## src/rtl/aca_pkg.sv

```systemverilog
`timescale 1ns/1ps
package aca_pkg;

  // Width of segment k for an n-bit adder split into l-bit pieces.
  function automatic int seg_width(input int k, input int n, input int l);
    return ((k + 1) * l <= n) ? l : (n - k * l);
  endfunction

  // Per-bit precompute under an assumed incoming carry: returns {carry, sum}.
  function automatic logic [1:0] pre_bit(input logic a, input logic b, input logic assumed_c);
    logic [1:0] r;
    if (assumed_c) r = {a | b, ~(a ^ b)};
    else           r = {a & b, a ^ b};
    return r;
  endfunction

  // Full-adder step returning {carry, sum}.
  function automatic logic [1:0] fa_bit(input logic a, input logic b, input logic c);
    return {(a & b) | (c & (a ^ b)), a ^ b ^ c};
  endfunction

  // Boundary carry guess: the generate term of a segment's top bit.
  function automatic logic guess_carry(input logic a_top, input logic b_top);
    return a_top & b_top;
  endfunction

endpackage

```

## src/rtl/aca_seg.sv

```systemverilog
`timescale 1ns/1ps
module aca_seg #(
  parameter int W = 4
) (
  input  logic [W-1:0] a,
  input  logic [W-1:0] b,
  output logic [W-1:0] s0,
  output logic [W-1:0] s1,
  output logic         c0,
  output logic         c1
);
  import aca_pkg::*;

  logic [W:1] k0;
  logic [W:1] k1;

  always_comb begin
    {k0[1], s0[0]} = pre_bit(a[0], b[0], 1'b0);
    {k1[1], s1[0]} = pre_bit(a[0], b[0], 1'b1);
    for (int i = 1; i < W; i++) begin
      {k0[i+1], s0[i]} = fa_bit(a[i], b[i], k0[i]);
      {k1[i+1], s1[i]} = fa_bit(a[i], b[i], k1[i]);
    end
  end

  assign c0 = k0[W];
  assign c1 = k1[W];
endmodule

```

## src/rtl/aca_link.sv

```systemverilog
`timescale 1ns/1ps
module aca_link (
  input  logic exact_mode,
  input  logic true_c,
  input  logic a_top,
  input  logic b_top,
  output logic c_next
);
  import aca_pkg::*;
  assign c_next = exact_mode ? true_c : guess_carry(a_top, b_top);
endmodule

```

## src/rtl/aca_sel.sv

```systemverilog
`timescale 1ns/1ps
module aca_sel #(
  parameter int W = 4
) (
  input  logic [W-1:0] s0,
  input  logic [W-1:0] s1,
  input  logic         c0,
  input  logic         c1,
  input  logic         csel,
  output logic [W-1:0] sum,
  output logic         cout
);
  assign sum  = csel ? s1 : s0;
  assign cout = csel ? c1 : c0;
endmodule

```

## src/rtl/aca_adder.sv

```systemverilog
`timescale 1ns/1ps
module aca_adder #(
  parameter int N = 8,
  parameter int L = 4
) (
  input  logic [N-1:0] a_in,
  input  logic [N-1:0] b_in,
  input  logic         carry_in,
  input  logic         exact_mode,
  output logic [N-1:0] sum_out,
  output logic         carry_out
);
  import aca_pkg::*;

  localparam int K = (N + L - 1) / L;

  // Precomputed segment results, brought out for the checker.
  logic [N-1:0] pre_s0;
  logic [N-1:0] pre_s1;
  logic [K-1:0] seg_c0;
  logic [K-1:0] seg_c1;

  for (genvar k = 0; k < K; k++) begin : g_seg
    localparam int LO = k * L;
    localparam int W  = seg_width(k, N, L);
    logic cin_k;
    logic cout_k;

    aca_seg #(.W(W)) u_seg (
      .a (a_in[LO +: W]),
      .b (b_in[LO +: W]),
      .s0(pre_s0[LO +: W]),
      .s1(pre_s1[LO +: W]),
      .c0(seg_c0[k]),
      .c1(seg_c1[k])
    );

    if (k == 0) begin : g_first
      assign cin_k = carry_in;
    end else begin : g_link
      aca_link u_link (
        .exact_mode(exact_mode),
        .true_c    (g_seg[k-1].cout_k),
        .a_top     (a_in[LO-1]),
        .b_top     (b_in[LO-1]),
        .c_next    (cin_k)
      );
    end

    aca_sel #(.W(W)) u_sel (
      .s0  (pre_s0[LO +: W]),
      .s1  (pre_s1[LO +: W]),
      .c0  (seg_c0[k]),
      .c1  (seg_c1[k]),
      .csel(cin_k),
      .sum (sum_out[LO +: W]),
      .cout(cout_k)
    );
  end

  assign carry_out = g_seg[K-1].cout_k;
endmodule

```

## config.mk

```make
export PLATFORM = sky130hd
export DESIGN_NAME = aca_adder
export DESIGN_NICKNAME = d
export VERILOG_FILES = /design/src/rtl/aca_pkg.sv /design/src/rtl/aca_seg.sv /design/src/rtl/aca_link.sv /design/src/rtl/aca_sel.sv /design/src/rtl/aca_adder.sv
export SDC_FILE = /design/constraint.sdc
export NUM_CORES = 1
export LEC_CHECK = 0
export BUFFER_PORTS_ARGS = -buffer_cell sky130_fd_sc_hd__buf_2
export CAP_MARGIN = 25
export CORE_UTILIZATION = 38
export DETAILED_ROUTE_END_ITERATION = 10
export PLACE_DENSITY = 0.78
export REMOVE_ABC_BUFFERS = 1
export SETUP_SLACK_MARGIN = 0.05
export SYNTH_ARGS = -nofsm -noshare
export SYNTH_HDL_FRONTEND = slang
export SYNTH_HIERARCHICAL = 1
export SYNTH_SLANG_ARGS = --single-unit
```

## constraint.sdc

```tcl
create_clock -name vclk -period 2.61
set_input_delay 0.1305 -clock vclk [all_inputs]
set_output_delay 0.1305 -clock vclk [all_outputs]
set_load 0.01 [all_outputs]
```

=== Word level (Yosys, flattened, before mapping) ===
Index checks and enable logic that the tools add are counted.

* Bitwise operators: 56
* Mux-type cells: 5

{| class="wikitable"
|+ Operator list
! cell !! count
|-
| 1-bit bitwise AND || 20
|-
| 1-bit XOR || 20
|-
| 1-bit bitwise OR || 14
|-
| 4-bit two-way mux || 2
|-
| 1-bit two-way mux || 3
|-
| 1-bit inverter || 2
|}

* Bits in registers: 0
* Input bits: 18

=== Longest topological paths before layout ===
Gate-level depths: netlist (run 1).

* Depth after elaboration: 10
* Mapped depth: 12

=== By module ===
Netlist (run 1), hierarchy kept.

{| class="wikitable"
|+ By module, submodules not included
! module !! area an instance (µm²) !! times used !! cells each
|-
| aca_seg || 190.2 || 2 || 20
|-
| aca_sel || 56.3 || 2 || 5
|-
| aca_link || 12.5 || 1 || 3
|}

=== Least setup slack after synthesis (run 1) ===
OpenSTA, ideal clock, no wires.

* Path type: input port to output port
* Start point: input port a_in[0]
* End point: output port carry_out
* Path slack: 0.432 ns
* Cell stages on the path: 12
* Required time: 2.480 ns
* Arrival: 2.047 ns
* Cell sequence: inv_1 > ha_1 > inv_1 > fa_1 > fa_1 > inv_1 > fa_1 > inv_1 > mux2_2 > nand2_1 > o21ai_1 > mux2_2

* Cells in the longest elaborated chain, start to end: 10

{| class="wikitable"
|+ RTL lines
! element !! line !! source
|-
| start: declaration || aca_adder.sv:6 || <nowiki>input logic [N-1:0] a_in,</nowiki>
|-
| 1-bit bitwise OR || aca_pkg.sv:12 || <nowiki>if (assumed_c) r = {a | b, ~(a ^ b)};</nowiki>
|-
| 1-bit bitwise AND || aca_pkg.sv:19 || <nowiki>return {(a & b) | (c & (a ^ b)), a ^ b ^ c};</nowiki>
|-
| 1-bit bitwise OR || aca_pkg.sv:19 ||
|-
| 1-bit bitwise AND || aca_pkg.sv:19 ||
|-
| 1-bit bitwise OR || aca_pkg.sv:19 ||
|-
| 1-bit bitwise AND || aca_pkg.sv:19 ||
|-
| 1-bit bitwise OR || aca_pkg.sv:19 ||
|-
| via seg_c1[0] || aca_adder.sv:21 || <nowiki>logic [K-1:0] seg_c1;</nowiki>
|-
| 1-bit two-way mux || aca_sel.sv:14 || <nowiki>assign cout = csel ? c1 : c0;</nowiki>
|-
| via g_seg[0].cout_k || aca_adder.sv:27 || <nowiki>logic cout_k;</nowiki>
|-
| 1-bit two-way mux || aca_link.sv:10 || <nowiki>assign c_next = exact_mode ? true_c : guess_carry(a_top, b_top);</nowiki>
|-
| via g_seg[1].cin_k || aca_adder.sv:26 || <nowiki>logic cin_k;</nowiki>
|-
| 1-bit two-way mux || aca_sel.sv:14 ||
|-
| end: declaration || aca_adder.sv:11 || <nowiki>output logic carry_out</nowiki>
|}

The timed path passes the listed nets, and every way through them passes these cells.

=== Worst setup path in the final report (run 1) ===
* Start point: input port a_in[0]
* End point: output port sum_out[7]

* Cells in the longest elaborated chain, start to end: 10

{| class="wikitable"
|+ RTL lines
! element !! line !! source
|-
| 1-bit bitwise AND || -- ||
|-
| 1-bit bitwise AND || aca_pkg.sv:19 ||
|-
| 1-bit bitwise OR || aca_pkg.sv:19 ||
|-
| 1-bit bitwise AND || aca_pkg.sv:19 ||
|-
| 1-bit bitwise OR || aca_pkg.sv:19 ||
|-
| 1-bit bitwise AND || aca_pkg.sv:19 ||
|-
| 1-bit bitwise OR || aca_pkg.sv:19 ||
|-
| via seg_c0[0] || aca_adder.sv:20 || <nowiki>logic [K-1:0] seg_c0;</nowiki>
|-
| 1-bit two-way mux || aca_sel.sv:14 ||
|-
| via g_seg[0].cout_k || aca_adder.sv:27 ||
|-
| 1-bit two-way mux || aca_link.sv:10 ||
|-
| via g_seg[1].cin_k || aca_adder.sv:26 ||
|-
| 4-bit two-way mux || aca_sel.sv:13 || <nowiki>assign sum = csel ? s1 : s0;</nowiki>
|-
| end: declaration || aca_adder.sv:10 || <nowiki>output logic [N-1:0] sum_out,</nowiki>
|}

The timed path passes the listed nets, and every way through them passes these cells.

==> results of run 1 <==
per-layer routing:
metal | vias to the layer above | share of wire, % | track usage, %
li1 | 203 | - | -
met1 | 199 | 33 | 13.43
met2 | 18 | 61 | 35.59
met3 | 0 | 6.2 | 0
met4 | 0 | 0 | 0
met5 | - | 0 | 0
power breakdown:
group	leakage, nW	switching [mW]	internal, mW
Sequential	0	0	0
Clock	0	0	0
Combinational	0.394	0.0752	0.0760
Total	0.394	0.0752	0.0760
final timing paths:
path / startpoint / endpoint / slack [ns] / cells after the start
setup / recovery: a_in[0] / sum_out[7] / 0.17 / 12
hold / removal: carry_in / sum_out[0] / 0.68 / 3
area by class of cell:
class                           count  area share, %
Multi-Input combinational cell     29          64.01
Timing Repair Buffer               27          20.04
Inverter                           24          13.36
Tap cell                           14          2.597
through the flow:
| step | setup WS [ns] | instance area, µm² | hold slack [ns] | power, mW | instances |
|---|---|---|---|---|---|
| after detailed placement | 0.07827 | 658.1 | 0.6921 | 0.1496 | 94 |
| after global placement | 0.1524 | 658.1 | 0.6805 | 0.1420 | 94 |
| after global routing | 0.04633 | 674.4 | 0.7157 | 0.1748 | 94 |
| after floorplan | 0.4321 | 505.5 | 0.4186 | 0.08871 | 53 |
| final | 0.1681 | 674.4 | 0.6790 | 0.1512 | 94 |
| after CTS | 0.07686 | 658.1 | 0.6939 | 0.1505 | 94 |
critical path, stage by stage:
cell     delay (ns)
buf_2          0.11
ha_1           0.20
fa_1           0.40
fa_1           0.37
inv_1          0.07
fa_1           0.16
inv_1          0.04
mux2_2         0.26
nand2_2        0.08
o21ai_4        0.08
mux2_2         0.28
buf_2          0.14
synthesized netlist by cell type:
master,count,area (µm²)
inv_1,24,90.09
ha_1,4,50.05
mux2_2,10,112.6
o21ai_1,1,5.000
fa_1,12,240.2
nand2_1,2,7.510
layout by cell type (no fill, tap or decap), drive strengths merged:
cell type,n
ha,4
inv,24
buf,27
mux2,10
fa,12
nand2,2
o21ai,1
cell families after synthesis:
family                     Yosys count  share of synthesized area (%)
buffers and inverters               24                          17.82
adders and majority gates           16                          57.43
AOI/OAI and AO/OA                    1                         0.9891
muxes                               10                          22.28
and+or+nand+nor                      2                          1.486
what timing repair did:
item | in CTS | in global routing
hold endpoints to repair | 0 | 0
buffers inserted | 0 | 0
endpoints found under the setup margin | 0 | 5
gates resized for setup | 0 | 4
==> impl_summary.md, run 1 <==
Layout
The final antenna diode count is 0. There are 0 flip-flops and latches. In the final layout, the share of cells above drive strength 1 is 50.00%.

The number of clock buffer instances in the layout is 0. The final-stage net count is 116. The utilization after layout is 57.59%. The total area of multi-input combinational cells is 431.7 µm².

The number of filler cells placed in the layout is 108. The sequential cell area is 0 µm². The layout overhead on the synthesized area is 33.42%.

Floorplan
The core region is 1171 µm². The I/O pin total is 27. The height of the die is 38.47 µm.

Once the floorplan was initialized, standard cells occupied 43.16% of the core. The floorplan row count is 12. The floorplan die area is 1480 µm². The chip width is 38.47 µm.

Global routing
The number of antenna violations at the first check in global routing is 0. The largest net degree at the start of global routing is 6. The via count of the first global-routing pass is 386. The overall routing resource usage is 14.78%. Summed over all layers, the global routing overflow is 0. The global-route wire length before repair is 1.497 mm.

STA
The max-slew headroom at the worst pin is 86.56%. The worst path needs 2.442 ns of the cycle, external delays included. The hold violation count in the final report is 0.

Setup repair after global routing left no endpoint under its margin. For the pin with the worst max-slew slack, the measured transition is 0.2009 ns. The count of endpoints failing setup in the final report is 0. Based on the critical path, the design can be clocked at up to 0.4095 GHz. The share of the clock period used by the worst path is 93.56%. The number of max-slew violations in the final report came to 0. Setup total negative slack on the finished layout was measured at 0 ns.

Power
Dividing total power by cell area gives a power density of 224.2 nW/µm². The peak supply drop is 0.0001055 V. Summed over all cells, the static leakage comes to 0.3945 nW.

Logic synthesis
Averaged over all synthesized cells, the footprint is 9.537 µm². The synthesized netlist occupies a cell area of 505.5 µm². Synthesis instantiated 6 different standard cells from the library. The instance count of the mapped netlist is 53. The Yosys warning count is 6.

Of the synthesized area, sequential elements account for 0%.

Min path
The kind of path behind the tightest hold check is input pin to primary output.

Critical path
The critical path in this run is classified as input pin to primary output. Data on the critical path is required at its endpoint by 2.48 ns. The critical path launch point type is an input pin. Data on the critical path arrives at its endpoint at 2.31 ns. The maximum fanout along the worst path is 5. The type of destination of the critical path is a primary output.

Route
The number of vias after detailed routing is 420. After detailed routing, the number of vias per cell comes to 4.468. The DRC violation count after routing is 0. After the first detailed-routing iteration, the DRC count stood at 0. The count of nets left with antenna violations once routing finished came out at 0. Dividing the detail-routed wire length by the instance count gives 9.755 µm. The number of optimization iterations in the first detailed-route pass is 1. The overall routed net length is 917 µm.

Placement
The count of input and output buffers is 27. The total half-perimeter wirelength after legalization and detailed placement is 881.5 µm. The weighted congestion at the end of routability-driven global placement is 0.6341.

Run status
The run finished with clean final reports.

Run
Across the run, the number of max-cap violations was 0.

CTS
Buffers inserted to repair hold after CTS numbered 0.
Note: power is estimated with default switching activity, not from simulation.
==> run 2, diff against run 1 <==
Settings changed: CORE_AREA set to 2 2 39 41, CORE_UTILIZATION 38 to not set, DIE_AREA set to 0 0 41 43, PLACE_DENSITY 0.78 to 0.79.
==> run 2 against run 1 <==
Compared with the run above: global-route usage down 4.7 points; die area up 19%; core utilization down 9.4 points; via count down 1.4%; total power down 4.0%; hold slack better by 0.0098 ns; combinational power down 4%; sequential share of layout area unchanged; non-clock buffer count unchanged; first-iteration DRC count up 1; final area down 1.1%; final cell count up 2.1%; critical endpoint is now sum_out[5]; largest cell class unchanged; largest power group unchanged.
==> impl_summary.md, run 2 (synthesized netlist as in run 1, its figures left out) <==
STA
The hold violation count in the final report came to 0. Setup repair after global routing left no endpoint under its margin. The transition time at the pin with the least slew margin is 0.2549 ns. Setup violations remaining at the end of the flow were counted as 0. The worst hold margin is 0.6887 ns.

Measured against its own limit, the worst slew margin works out to 83.00%. Timing would allow up to 0.4136 GHz. The final critical path takes up 92.63% of the cycle. The clock period could shrink to 2.418 ns. The setup TNS is 0 ns. The number of max-slew violations in the final report is 0. After layout, the worst setup slack is 0.1924 ns.

Power
The share of total power dissipated in combinational logic is 100.0%. Of the total power, the clock network draws 0%. Per report_power, the sequential group accounts for 0% of the total.

The share of total power consumed by net switching is 48.71%. The peak supply drop is 0.0001298 V. For this design the ratio of total power to cell area is 217.7 nW/µm². The leakage power summed over all cells is 0.3931 nW. In this run the power spent charging and discharging nets is 70.71 µW. Cell internal power was estimated by the tool at 74.46 µW.

Floorplan
The initial utilization of the core area, before any placement, comes to 36.53%. Measured along the y axis, the die boundary spans 43 µm. The die covers 1763 µm². The chip width is 41 µm. For this design the top-level I/O count stands at 27.

The floorplan row count is 14. The core area is 1384 µm².

Route
Summed over all layers, the routed wires come to 797 µm. For this run, design rule violations remaining after detail routing come to 0. The vias per cell is 4.313. The number of vias after detailed routing is 414. The post-route antenna net violation count is 0. For this block, the initial DRC count from the detailed router was 1. After detailed routing, the average wire length per cell comes to 8.302 µm.

The pre-antenna-repair detailed-routing pass consisted of 2 iterations.

Layout
The sequential cell area is 0 µm². The finished cells cover 666.9 µm². The share of final-layout standard cells stronger than drive strength 1 is 48.75%.

Sequential cells placed in the final layout were counted as 0. In the layout the commonest cells are 27 x buf_2, 24 x inv_1, 11 x fa_1. After the last flow step, the layout net total stands at 116.

Leaving out fill and tap cells, the most frequent cell in the layout is buf_2. Clock buffers in the final layout number 0. The utilization after layout is 48.19%. Compared with the post-synthesis result, the final layout area differs by 31.93%.

The number of filler cells placed in the layout is 134. The number of antenna diodes in the final layout is 0.

Run status
The run finished with clean final reports.

Critical path
The critical path launch point type is an input pin. The worst setup path is captured at a primary output. Data on the critical path is required at its endpoint by 2.48 ns. STA puts the critical path data arrival time at 2.29 ns. The type of the setup path with the least slack is input pin to primary output. In this run the worst path has a maximum fanout of 5.

Placement
In this run the tool buffered the top-level ports with 27 buffer cells. Summed over all nets, the half-perimeter wirelength after detailed placement is 776.8 µm. The weighted congestion at the end of routability-driven global placement is 0.6370. In this run the cell area measured after placement is 660.6 µm². The setup slack at placement is 0.06945 ns.

Global routing
The global-route wire length before repair is 1.311 mm. The via count of the first global-routing pass is 400. The number of antenna violations at the first check in global routing was 0.

The total congestion overflow after global routing is 0. In the global route stage, overall resource usage came out at 10.12%. The largest net degree at the start of global routing is 6.

Run
The number of max-cap violations is 0.

CTS
Once the clock tree was built, the setup fixing pass inserted 0 buffers.

Min path
The kind of path behind the tightest hold check is input pin to primary output.
[run 2: repair_timing]
item                                    CTS  global route
endpoints found under the setup margin    0             5
hold buffers                              0             0
resized for setup                         0             2
[run 2: area by class of cell]
type | instances | area [µm²] | share of cell area, %
well taps | 16 | 20.02 | 3.002
repair buffers | 27 | 135.1 | 20.26
inverters | 24 | 90.09 | 13.51
multi-input cells | 29 | 421.7 | 63.23
[run 2: routing by layer]
| metal | part of all wire, % | vias to the layer above | track usage, % |
|---|---|---|---|
| li1 | - | 203 | - |
| met1 | 33 | 191 | 9.571 |
| met2 | 57 | 20 | 22.19 |
| met3 | 11 | 0 | 0 |
| met4 | 0 | 0 | 0 |
| met5 | 0 | - | 0 |
[run 2: path summary, 6_finish.rpt]
check / from / to / slack (ns) / depth (start not counted)
worst min-delay path: carry_in / sum_out[0] / 0.69 / 3
worst max-delay path: a_in[0] / sum_out[5] / 0.19 / 12
[run 2: through the flow]
step,power [mW],cells
floorplan,0.08871,53
global placement,0.1421,96
detailed placement,0.1466,96
CTS,0.1472,96
global route,0.1720,96
finish,0.1452,96
[run 2: power by group through the flow]
stage / sequential [mW] / combinational [mW] / clock, mW
6_report: 0 / 0.145 / 0
5_1_grt: 0 / 0.172 / 0
4_1_cts: 0 / 0.147 / 0
3_5_place_dp: 0 / 0.147 / 0
3_3_place_gp: 0 / 0.142 / 0
2_1_floorplan: 0 / 0.0887 / 0
[run 2: critical path: stages]
cell and delay, ns:
buf_2 0.11, ha_1 0.20, fa_1 0.39, fa_1 0.37
inv_1 0.07, fa_1 0.15, inv_1 0.04, mux2_2 0.24
nand2_1 0.07, o21ai_2 0.09, mux2_2 0.28, buf_2 0.14
==> run 3, diff against run 2 <==
--- a/config.mk
+++ b/config.mk
@@ -8,7 +8,7 @@
 export BUFFER_PORTS_ARGS = -buffer_cell sky130_fd_sc_hd__buf_2
 export CAP_MARGIN = 25
-export CORE_AREA = 2 2 39 41
+export CORE_AREA = 8 8 45 47
 export DETAILED_ROUTE_END_ITERATION = 10
-export DIE_AREA = 0 0 41 43
+export DIE_AREA = 0 0 53 55
 export PLACE_DENSITY = 0.79
 export REMOVE_ABC_BUFFERS = 1
==> constraint.sdc (replaced) <==
create_clock -name vclk -period 2.61
set_input_delay 0.1305 -clock vclk [all_inputs]
set_output_delay 0.1305 -clock vclk [all_outputs]
set_load 0.005 [all_outputs]
==> run 3 against run 2 <==
Compared with the run above: highest routed layer unchanged; non-clock buffer count stayed put; global-route usage is 2.2 points lower; combinational power decreased by 6%; sequential cell count is the same; largest power group unchanged; first-iteration DRC count down 100%; hold slack got worse by 0.024 ns; critical path type unchanged.
==> impl_summary.md, run 3 (synthesized netlist as in run 1, its figures left out) <==
Route
The number of optimization iterations in the first detailed-route pass is 1. The average detailed-routed wire length per instance is 10.59 µm. The post-route antenna net violation count is 0. The number of vias after detailed routing is 414. After detailed routing, the number of remaining DRC violations is 0. After detailed routing, the total wire length is 1.017 mm.

The vias per cell is 4.313. After the first detailed-routing iteration, the DRC count stood at 0.

CTS
The number of setup buffers added after CTS is 0.

Layout
The utilization after layout is 48.01%. The share of final-layout standard cells stronger than drive strength 1 is 47.50%. In the final design database the tool counted 116 nets. The number of sequential storage elements is 0.

The layout overhead on the synthesized area is 31.44%. The number of filler cells placed in the layout is 149. The library cells used most frequently in the layout, excluding fill and tap cells, are 27 x buf_2, 24 x inv_1, 12 x fa_1. The number of clock buffer instances in the layout is 0. The final antenna diode count is 0. Leaving out fill and tap cells, the most frequent cell in the layout is buf_2. Across the whole layout, storage elements account for 0 µm².

Power
VDD sags by at most 0.00009939 V. In this run the static leakage power is 0.3937 nW. In this run the power density over the cells is 205.0 nW/µm².

Min path
Counting instances, the worst hold path has a depth of 3. In this run the most critical hold path is launched from carry_in. The end of the worst hold path is sum_out[0].

In this run the worst hold path is classified as input pin to primary output.

Critical path
The signal on the critical path passes through buf_2 -> ha_1 -> fa_1 -> fa_1 -> inv_1 -> fa_1 -> inv_1 -> mux2_2 -> nand2_1 -> o21ai_2 -> mux2_2 -> buf_2. The required arrival time at the worst endpoint is 2.48 ns. The critical path is of the input pin to primary output type. The cell that appears most often on the critical path is fa_1. For the worst setup path, the data arrival time is 2.31 ns. On the worst path, the slowest cell contributes a delay of 0.40 ns.

The worst setup path is launched from an input pin. The largest delay contributor family on the critical path is adder cells. The critical path contains buffers and inverters numbering 4 combined.

The worst setup path is captured at a primary output. The maximum fanout along the worst path is 5. The cell with the biggest individual delay on the critical path is fa_1.

STA
In this run the tightest slew margin relative to its limit is 80.81%. The worst hold margin is 0.6643 ns. Setup repair after global routing left no endpoint under its margin. The final critical path takes up 93.46% of the cycle.

The transition time at the pin with the least slew margin is 0.2879 ns. The hold violation count in the final report is 0. The number of max-slew violations in the final report is 0. The worst path in the final design needs a cycle of 2.439 ns, including I/O delays and setup. The highest clock frequency the design can meet is 0.4099 GHz.

Setup violations remaining at the end of the flow were counted as 0. The setup TNS is 0 ns.

Placement
Port buffering added 27 buffers. Routability-driven placement finished with a final weighted congestion of 0.7304. The total half-perimeter wirelength after legalization and detailed placement is 984.2 µm.

Global routing
The first global-routing pass estimated 1.869 mm of wire. Entering global routing, the biggest net connects 6 pins. The overall routing resource usage is 7.883%. The number of antenna violations at the first check in global routing was 0. The via count of the first global-routing pass is 484. Global routing finished with a remaining overflow of 0.

Run status
The flow ran to the end, and the final reports show no timing, DRC or antenna violations.

Floorplan
The floorplan die area is 2915 µm². The core area is 1384 µm². The I/O pin total is 27.

The floorplan has 14 rows. The starting density of the core is 36.53%. The chip width is 53 µm. The height of the die is 55 µm.

Run
Across the run, the number of max-cap violations was 0.
[run 3: where the power goes]
part	internal [mW]	switching [mW]
Sequential	0	0
Clock	0	0
Combinational	0.0735	0.0627
Total	0.0735	0.0627
[run 3: final cells by class]
class | count | area (µm²) | area share, %
well taps | 16 | 20.02 | 3.013
repair buffers | 27 | 135.1 | 20.34
inverters | 24 | 90.09 | 13.56
multi-input cells | 29 | 419.2 | 63.09
[run 3: worst min-delay path: cells and delay by family]
family	cells	cell delay (ns)
buf+inv	2	0.24
mux	1	0.16
[run 3: how the worst max path moves through the flow]
stage	startpoint	endpoint	slack (ns)	cells after the start
2_1_floorplan	a_in[0]	carry_out	0.45	12
3_3_place_gp	a_in[0]	sum_out[6]	0.12	14
3_5_place_dp	a_in[0]	sum_out[7]	0.06	12
4_1_cts	a_in[0]	sum_out[7]	0.06	12
5_1_grt	a_in[0]	sum_out[5]	0.06	14
6_report	a_in[0]	sum_out[5]	0.17	12
[run 3: through the flow]
stage	cells	power, mW	worst slack (ns)	area, µm²
3_3_place_gp	96	0.1307	0.1228	660.6
6_report	96	0.1362	0.1706	664.4
2_1_floorplan	53	0.07749	0.4527	505.5
4_1_cts	96	0.1398	0.05904	660.6
5_1_grt	96	0.1612	0.06278	664.4
3_5_place_dp	96	0.1388	0.06161	660.6
[run 3: metal layers]
layer	global-route usage (%)	routed length, µm	vias to the layer above
met5	0	0	-
met4	0	0	0
met3	2.941	163	0
met2	15.82	521	21
met1	7.944	332	190
li1	-	-	203
[run 3: repair_timing]
action	4_1_cts	5_1_grt
endpoints found under the setup margin	0	5
resized for setup	0	1
hold buffers	0	0
